### src/rtl/csc_pkg.sv
// Shared types for the snapshot-read cycle counter.
// Assumes: the bus delivers one access per cycle; offsets are byte offsets.
package csc_pkg;

    // Spacing in bytes between two readback registers.
    localparam int unsigned REG_STRIDE = 4;

    // Decoded control write, handed from the decoder to counter and snapshot.
    typedef struct packed {
        logic ctrl_wr;   // legal write to the control offset this cycle
        logic hold_req;  // requested hold state (data bit 0)
        logic cap_req;   // capture request (data bit 1 of a legal write)
    } csc_cmd_t;

endpackage

### src/rtl/csc_decode.sv
// Address decoder: splits a bus access into a control command, a readback
// index and an error indication. Purely combinational.
// Assumes: offset 0x00 is the only writable offset; readback offsets are
// aligned to csc_pkg::REG_STRIDE.
module csc_decode
    import csc_pkg::*;
#(
    parameter int ADDR_W    = 8,
    parameter int NUM_BYTES = 8,
    parameter int IDX_W     = 3
) (
    input  logic [ADDR_W-1:0] bus_addr,
    input  logic              bus_wr,
    input  logic              bus_rd,
    input  logic [31:0]       bus_wdata,
    output csc_cmd_t          cmd,
    output logic              rd_ok,
    output logic [IDX_W-1:0]  rd_idx,
    output logic              acc_err
);

    localparam int SHIFT = $clog2(REG_STRIDE);

    logic wr_ok;
    logic unused_wdata;

    // Reserved write data bits have no function.
    assign unused_wdata = ^bus_wdata[31:2];

    // Classify the access and form the control command.
    always_comb begin
        wr_ok        = (bus_addr == '0);
        rd_ok        = (bus_addr[SHIFT-1:0] == '0) &&
                       ((bus_addr >> SHIFT) < ADDR_W'(NUM_BYTES));
        rd_idx       = IDX_W'(bus_addr >> SHIFT);
        cmd.ctrl_wr  = bus_wr && wr_ok;
        cmd.hold_req = bus_wdata[0];
        cmd.cap_req  = bus_wr && wr_ok && bus_wdata[1];
        acc_err      = (bus_rd && !rd_ok) || (bus_wr && !wr_ok);
    end

endmodule

### src/rtl/csc_counter.sv
// Free-running cycle counter with a software hold. A hold write clears the
// count in the same edge; a release write lets it count from that edge on.
// Assumes: cmd comes from csc_decode in the same cycle.
module csc_counter
    import csc_pkg::*;
#(
    parameter int CNT_W = 64
) (
    input  logic             clk,
    input  logic             rst_n,
    input  csc_cmd_t         cmd,
    output logic [CNT_W-1:0] cnt_o
);

    logic hold_q;
    logic hold_nxt;

    // Hold state after this cycle's control write, if any.
    always_comb hold_nxt = cmd.ctrl_wr ? cmd.hold_req : hold_q;

    // Count register and hold flag.
    always_ff @(posedge clk) begin
        if (!rst_n) begin
            hold_q <= 1'b0;
            cnt_o  <= '0;
        end else begin
            hold_q <= hold_nxt;
            cnt_o  <= hold_nxt ? '0 : cnt_o + 1'b1;
        end
    end


    cnt_step_chk: assert property (@(posedge clk) disable iff (!rst_n)
        (!hold_q && !cmd.ctrl_wr) |=> (cnt_o == CNT_W'($past(cnt_o) + 1'b1)));


    hold_clear_chk: assert property (@(posedge clk) disable iff (!rst_n)
        (cmd.ctrl_wr && cmd.hold_req) |=> (cnt_o == '0));


    hold_keep_chk: assert property (@(posedge clk) disable iff (!rst_n)
        (hold_q && !cmd.ctrl_wr) |=> (cnt_o == '0));

endmodule

### src/rtl/csc_snapshot.sv
// Snapshot register: copies the live count on a capture request and
// otherwise keeps its value, so multi-byte readback stays coherent.
// Assumes: cnt_i is the counter value before the current edge.
module csc_snapshot
    import csc_pkg::*;
#(
    parameter int CNT_W = 64
) (
    input  logic             clk,
    input  logic             rst_n,
    input  csc_cmd_t         cmd,
    input  logic [CNT_W-1:0] cnt_i,
    output logic [CNT_W-1:0] snap_o
);

    // Capture the count when asked.
    always_ff @(posedge clk) begin
        if (!rst_n)           snap_o <= '0;
        else if (cmd.cap_req) snap_o <= cnt_i;
    end


    snap_load_chk: assert property (@(posedge clk) disable iff (!rst_n)
        cmd.cap_req |=> (snap_o == $past(cnt_i)));


    snap_keep_chk: assert property (@(posedge clk) disable iff (!rst_n)
        !cmd.cap_req |=> $stable(snap_o));

endmodule

### src/rtl/csc_readback.sv
// Readback path: splits the snapshot into byte lanes and registers the
// selected lane, zero-extended, together with the error flag.
// Assumes: rd_idx is meaningful only when rd_ok is set.
module csc_readback #(
    parameter int CNT_W     = 64,
    parameter int NUM_BYTES = 8,
    parameter int IDX_W     = 3
) (
    input  logic             clk,
    input  logic             rst_n,
    input  logic [CNT_W-1:0] snap_i,
    input  logic             bus_rd,
    input  logic             rd_ok,
    input  logic [IDX_W-1:0] rd_idx,
    input  logic             acc_err,
    output logic [31:0]      bus_rdata,
    output logic             bus_err
);

    localparam int PAD_W = NUM_BYTES * 8;

    logic [PAD_W-1:0] snap_pad;
    logic [7:0]       lane [NUM_BYTES];

    // Zero-extend the snapshot to whole bytes.
    assign snap_pad = PAD_W'(snap_i);

    // One lane per readback register.
    for (genvar g = 0; g < NUM_BYTES; g++) begin : g_lane
        assign lane[g] = snap_pad[g*8 +: 8];
    end

    // Register the selected byte and the error flag.
    always_ff @(posedge clk) begin
        if (!rst_n) begin
            bus_rdata <= '0;
            bus_err   <= 1'b0;
        end else begin
            bus_rdata <= (bus_rd && rd_ok && !acc_err) ? {24'd0, lane[rd_idx]} : '0;
            bus_err   <= acc_err;
        end
    end


    idle_zero_chk: assert property (@(posedge clk) disable iff (!rst_n)
        !bus_rd |=> (bus_rdata == '0));


    bad_read_chk: assert property (@(posedge clk) disable iff (!rst_n)
        (bus_rd && !rd_ok) |=> (bus_err && bus_rdata == '0));


    upper_zero_chk: assert property (@(posedge clk) disable iff (!rst_n)
        bus_rdata[31:8] == '0);

endmodule

### src/rtl/cyc_snap_counter.sv
// Top level: cycle counter with snapshot readback on a byte-wide register
// window. Offset 0x00 write = control (bit 0 hold, bit 1 capture); offsets
// 4*k read snapshot byte k. Read data is valid one cycle after the read.
// Assumes: CNT_W > 8 and the window of ADDR_W bits covers all readback offsets.
module cyc_snap_counter
    import csc_pkg::*;
#(
    parameter int CNT_W  = 64,
    parameter int ADDR_W = 8
) (
    input  logic              clk,
    input  logic              rst_n,
    input  logic [ADDR_W-1:0] bus_addr,
    input  logic              bus_wr,
    input  logic [31:0]       bus_wdata,
    input  logic              bus_rd,
    output logic [31:0]       bus_rdata,
    output logic              bus_err
);

    localparam int NUM_BYTES = (CNT_W + 7) / 8;
    localparam int IDX_W     = (NUM_BYTES > 1) ? $clog2(NUM_BYTES) : 1;

    csc_cmd_t         cmd;
    logic             rd_ok;
    logic [IDX_W-1:0] rd_idx;
    logic             acc_err;
    logic [CNT_W-1:0] cnt;
    logic [CNT_W-1:0] snap;

    csc_decode #(
        .ADDR_W   (ADDR_W),
        .NUM_BYTES(NUM_BYTES),
        .IDX_W    (IDX_W)
    ) u_decode (
        .bus_addr (bus_addr),
        .bus_wr   (bus_wr),
        .bus_rd   (bus_rd),
        .bus_wdata(bus_wdata),
        .cmd      (cmd),
        .rd_ok    (rd_ok),
        .rd_idx   (rd_idx),
        .acc_err  (acc_err)
    );

    csc_counter #(.CNT_W(CNT_W)) u_counter (
        .clk  (clk),
        .rst_n(rst_n),
        .cmd  (cmd),
        .cnt_o(cnt)
    );

    csc_snapshot #(.CNT_W(CNT_W)) u_snapshot (
        .clk   (clk),
        .rst_n (rst_n),
        .cmd   (cmd),
        .cnt_i (cnt),
        .snap_o(snap)
    );

    csc_readback #(
        .CNT_W    (CNT_W),
        .NUM_BYTES(NUM_BYTES),
        .IDX_W    (IDX_W)
    ) u_readback (
        .clk      (clk),
        .rst_n    (rst_n),
        .snap_i   (snap),
        .bus_rd   (bus_rd),
        .rd_ok    (rd_ok),
        .rd_idx   (rd_idx),
        .acc_err  (acc_err),
        .bus_rdata(bus_rdata),
        .bus_err  (bus_err)
    );


    both_bits_chk: assert property (@(posedge clk) disable iff (!rst_n)
        (cmd.cap_req && cmd.hold_req) |=> (snap == $past(cnt) && cnt == '0));


    err_pulse_chk: assert property (@(posedge clk) disable iff (!rst_n)
        (bus_err && !$past(acc_err)) |-> 1'b0);

endmodule

### config.mk
export PLATFORM = sky130hd
export DESIGN_NAME = cyc_snap_counter
export DESIGN_NICKNAME = d
export VERILOG_FILES = /design/src/rtl/csc_pkg.sv /design/src/rtl/csc_decode.sv /design/src/rtl/csc_counter.sv /design/src/rtl/csc_snapshot.sv /design/src/rtl/csc_readback.sv /design/src/rtl/cyc_snap_counter.sv
export SDC_FILE = /design/constraint.sdc
export NUM_CORES = 1
export LEC_CHECK = 0
export BUFFER_PORTS_ARGS = -buffer_cell sky130_fd_sc_hd__buf_4
export CORE_AREA = 2 2 116 118
export DETAILED_ROUTE_END_ITERATION = 10
export DIE_AREA = 0 0 118 120
export PLACE_DENSITY_LB_ADDON = 0.1
export SLEW_MARGIN = 20
export SYNTH_ARGS = -nofsm -noshare
export SYNTH_HDL_FRONTEND = slang
export SYNTH_SLANG_ARGS = --single-unit
### constraint.sdc
create_clock -name clk -period 2.2 [get_ports clk]
set_input_delay 0.11 -clock clk [delete_from_list [all_inputs] [get_ports clk]]
set_output_delay 0.11 -clock clk [all_outputs]
set_load 0.05 [all_outputs]
## Word level (Yosys, flattened, before mapping)

Cells that the tools add are included.

- Register bits after elaboration: 162
- Logic and storage cells: 30

- Multiplexer cells: 4
- $lt $le $gt $ge: 2
- $add $sub $neg: 1
- Bitwise gates (word level): 2
- Reductions and logical operators: 15

Operators by type and width:

| operator | number |
|---|---|
| $add A64 B1 Y64 const B | 1 |
| $bmux W8 S3 | 1 |
| $mux W8 | 2 |
| $logic_not A8 Y1 | 1 |
| $logic_and A1 B1 Y1 | 7 |
| $lt A6 B4 Y1 const B | 1 |
| $ge A4 B4 Y1 const B | 1 |
| $not A3 Y4 | 1 |
| $logic_not A1 Y1 | 3 |
| $logic_not A2 Y1 | 1 |
| $reduce_and A2 Y1 | 1 |
| $reduce_or A2 Y1 | 1 |
| $logic_or A1 B1 Y1 | 1 |
| $mux W1 | 1 |
| $not A1 Y1 | 1 |

## Depth between registers and ports, before layout

- Depth in word-level cells: 8
- Depth in mapped cells: 8

## Cells and area by module

Synthesis repeated with hierarchy kept, for this count alone.

- Cells, all modules: 662
- Area total of the unflattened synthesis: 6,540.0 µm²

By module, submodules not included:

| module | cells each | area each (µm²) | times used | sequential area each (µm²) |
|---|---|---|---|---|
| csc_counter | 362 | 3,050.4 | 1 | 1,301.2 |
| csc_snapshot | 206 | 2,451.1 | 1 | 1,281.2 |
| csc_readback | 82 | 959.7 | 1 | 180.2 |
| csc_decode | 12 | 78.8 | 1 | 0.0 |

## Worst setup path after synthesis

OpenSTA, ideal clock, no wires.

- Path type: reg2reg
- Start: reg u_counter.cnt_o[0]
- End: reg u_counter.cnt_o[58]
- Required time: 2.130 ns
- Slack: 0.223 ns
- Data arrival time: 1.907 ns
- Stages on the path, launching flop included: 8
- Library setup time: 0.070 ns
- Cell sequence: dfxtp_1 > ha_1 > nand3_1 > nor3_2 > nand2_1 > buf_2 > or3_1 > a21oi_1

- Word-level cells in the longest chain between the ends: 1

RTL lines:

| what | RTL line | source |
|---|---|---|
| start, declared | csc_counter.sv:12 | `output logic [CNT_W-1:0] cnt_o` |
| start signal, assigned | csc_counter.sv:28 | `cnt_o <= hold_nxt ? '0 : cnt_o + 1'b1;` |
| $add A64 B1 Y64 | csc_counter.sv:28 |  |

No other way between the ends.
A chain may end at the register's enable or synchronous reset.

## Worst setup path after layout

- Start: reg u_counter.cnt_o[7]
- End: reg u_counter.cnt_o[55]

Same word-level chain as after synthesis.

==> out/qor.csv <==
stage;metric;value;unit
routing;Antenna Nets Post-Route;0;
sta;Final period util;93.0;%
clock_tree;clk_lat worst skew;0.42;ns
global_routing;initial antenna violation count;0;
critical_path;worst reg2reg path depth;5;
sta;final-report setup violation count;0;
cells_and_area;Area growth syn-to-layout;20.3;%
power;sequential share of power;45.4;%
place;DP HPWL;10800;µm
synth;most frequent cells after synthesis;nand2_1 (152), dfxtp_1 (138), a21boi_0 (54);
clock_tree;CTS H-tree depth;4;
worst_hold_path;min-delay src;bus_wdata[0];
routing;per-cell routed wire length;16.0;µm
synth;number of flops mapped to enable cells by yosys;0;
synth;post-synth top area cell;dfxtp_1;
floorplanning;Initial Util;48.7;%
sta;worst clock skew;0.00744;ns
routing;initial detailed-routing violation count;374;
sta;worst slew pin tran;0.633;ns
place;PortBufs;22;
synth;asr flop ratio synth;0;%
critical_path;critical path launch point type;flip-flop;
global_routing;GRT Total Usage;23.1;%
synth;post-synth top area share;43.7;%
sta;max_slew headroom;57.7;%
worst_hold_path;Hold Path End;u_counter.hold_q$_SDFF_PN0_;
floorplanning;core area;13000;µm²
power;combinational power share;4.2;%
power;Sw Share;21.8;%
synth;syn avg cell area;8.88;µm²
place;DP Worst Slack;0.0313;ns
job;Max-cap violations;0;
clock_tree;Clock Path Buffers;2;
place;Cell Area, Placed;6980;µm²
power;switching pwr;1.21;mW
cells_and_area;finished layout cell area;7610;µm²
sta;Final Max Tran Viols;0;
cells_and_area;final core utilization;58.6;%
power;Cell Pwr Density;727;nW/µm²
sta;Fin Setup TNS;0;ns
critical_path;Critical Path RT;2.55;ns
sta;crit path time final;2.05;ns
synth;Cells after Synth;712;
power;Cell Int Power;4.33;mW
floorplanning;die extent in y;120;µm
power;P_leak;2.75;nW
routing;Vias/cell;5.40;
global_routing;grt ovf;0;
clock_tree;CTS tree;built;
sta;Peak Freq;489;MHz
routing;# DRC;0;
critical_path;Arr. time, crit path;2.40;ns
critical_path;type of destination of the critical path;flip-flop;
sta;setup ws final;0.153;ns
place;gpl congestion;0.819;
synth;post-synthesis sequential area ratio;43.7;%
synth;Yosys warnings;0;
routing;WL final;15600;µm
synth;post-synthesis cell type count;39;
global_routing;maximum number of pins on one net before global-route repair;65;
floorplanning;num ports;77;
sta;unrepaired setup endpoints after global routing;no;
synth;most common cell in the netlist;nand2_1;
clock_tree;cts bufs inserted;17;
floorplanning;die area;14200;µm²
cells_and_area;share of post-route cells with drive strength above 1;18.9;%
worst_hold_path;worst hold stages;3;
cells_and_area;Final nets;829;
synth;Synth Register Bits;138;
critical_path;CP max FO;9;
power;Design Power;5.53;mW
clock_tree;Root Buffer;clkbuf_16;
global_routing;first-pass GRT wire length;25500;µm
clock_tree;CTS clk-pin slew, worst paths;0.06;ns
routing;1st-pass router iterations;5;
power;peak supply drop;0.523;mV
critical_path;CP Class;reg -> reg;
clock_tree;CTS Sinks;138;
critical_path;flop2flop setup slack;0.15;ns
synth;Primary FF master, synth;dfxtp_1;
global_routing;vias in the first global route;4946;
cells_and_area;n_diodes;0;
critical_path;reg-to-reg endpoint;u_counter.cnt_o[55]$_SDFF_PP0_;
sta;Final Hold Fails;0;
outcome;outcome;finished, final reports clean;
routing;Vias;5258;
synth;leading post-synthesis cells by cell area;dfxtp_1 (44%), nand2_1 (9.0%), a21boi_0 (6.4%);
synth;Cell Area, Synth;6330;µm²
power;clock share of power;50.4;%
worst_hold_path;Min-Delay Path Class;in -> reg;
critical_path;worst r2r src;u_counter.cnt_o[7]$_SDFF_PP0_;
floorplanning;Die W;118;µm
floorplanning;site row count;42;
## logic make-up after synthesis
| family | share of synthesized area, % |
|---|---|
| simple gates | 25.0 |
| buf+inv | 6.33 |
| xor+xnor | 4.71 |
| flops | 43.7 |
| mux | 6.96 |
| other cells | 0.0593 |
| fa+ha+maj | 0.198 |
| compound gates | 13.1 |
## worst max-delay path, stage by stage (launching register included)
cell,delay (ns)
dfxtp_1,0.38
nand4_2,0.25
nor4_4,0.37
nand2_1,0.27
or4_1,0.57
a21oi_1,0.14
## sequential cells by signal (all words and copies together), names as in the netlist
register,count
u_readback.bus_rdata,8
u_readback.bus_err,1
u_counter.hold_q,1
u_counter.cnt_o,64
u_snapshot.snap_o,64
## layout make-up
type,count,area [µm²]
Clock buffer,26,489
Clock inverter,6,87.6
Fill cell,1169,5370
Inverter,13,48.8
Multi-Input combinational cell,524,3280
Sequential cell,138,2770
Tap cell,176,220
Timing Repair Buffer,90,718
## per-stage QoR
step	hold WS, ns	std cells
final	0.00289	973
after global routing	0.0444	973
after CTS	0.000949	972
after detailed placement	0.398	938
after global placement	0.388	938
after floorplan	0.257	735
## metal layers
layer  vias up  part of all wire [%]  track usage [%]
met3        13                   4.5             5.37
met5         -                     0                0
li1       2590                     -                -
met4         0                   1.4             7.08
met2       119                    46             36.8
met1      2536                    48             31.3
## cells in the final DEF, fill, tap and decap left out, drive strengths merged, types with 2 or more instances in the layout
cell / netlist / final
buf: 40 / 88
inv: 13 / 13
a21boi: 66 / 66
and2: 2 / 2
mux4: 16 / 16
bufinv: 0 / 2
o31ai: 15 / 15
and3: 6 / 6
nand3: 25 / 25
a21oi: 28 / 28
nor3: 9 / 9
or4: 17 / 17
nand4b: 2 / 2
dfxtp: 138 / 138
nor2: 53 / 53
o21ai: 14 / 14
xor2: 25 / 25
or3: 10 / 10
dlygate4sd3: 0 / 2
nor4: 7 / 7
and4: 4 / 4
conb: 1 / 24
clkbuf: 20 / 26
nand2: 152 / 152
mux2i: 8 / 8
clkinvlp: 0 / 3
nand4: 27 / 27
xnor2: 9 / 9
## how the worst max path moves through the flow
| stage | from | end | cells past startpoint |
|---|---|---|---|
| after floorplan | u_counter.cnt_o[0]$_SDFF_PP0_ | u_counter.cnt_o[58]$_SDFF_PP0_ | 7 |
| after global placement | u_counter.cnt_o[10]$_SDFF_PP0_ | u_counter.cnt_o[52]$_SDFF_PP0_ | 7 |
| after detailed placement | u_counter.cnt_o[1]$_SDFF_PP0_ | u_counter.cnt_o[52]$_SDFF_PP0_ | 7 |
| after CTS | u_counter.cnt_o[1]$_SDFF_PP0_ | u_counter.cnt_o[52]$_SDFF_PP0_ | 7 |
| after global routing | u_counter.cnt_o[7]$_SDFF_PP0_ | u_counter.cnt_o[57]$_SDFF_PP0_ | 5 |
| final | u_counter.cnt_o[7]$_SDFF_PP0_ | u_counter.cnt_o[55]$_SDFF_PP0_ | 5 |
## power groups by stage
stage | Clock, mW | Sequential [mW] | Combinational, mW
2_1_floorplan | 0 | 2.57 | 0.205
3_3_place_gp | 0 | 2.56 | 0.225
3_5_place_dp | 0 | 2.57 | 0.229
4_1_cts | 2.83 | 2.51 | 0.233
5_1_grt | 2.95 | 2.51 | 0.246
6_report | 2.79 | 2.51 | 0.231
## what timing repair did
action / 4_1_cts / 5_1_grt
hold buffers: 2 / 0
hold endpoints to repair: 1 / 0
setup buffers: 0 / 1
resized for setup: 0 / 8
endpoints found under the setup margin: 0 / 19
Note: power is estimated with default switching activity, not from simulation.
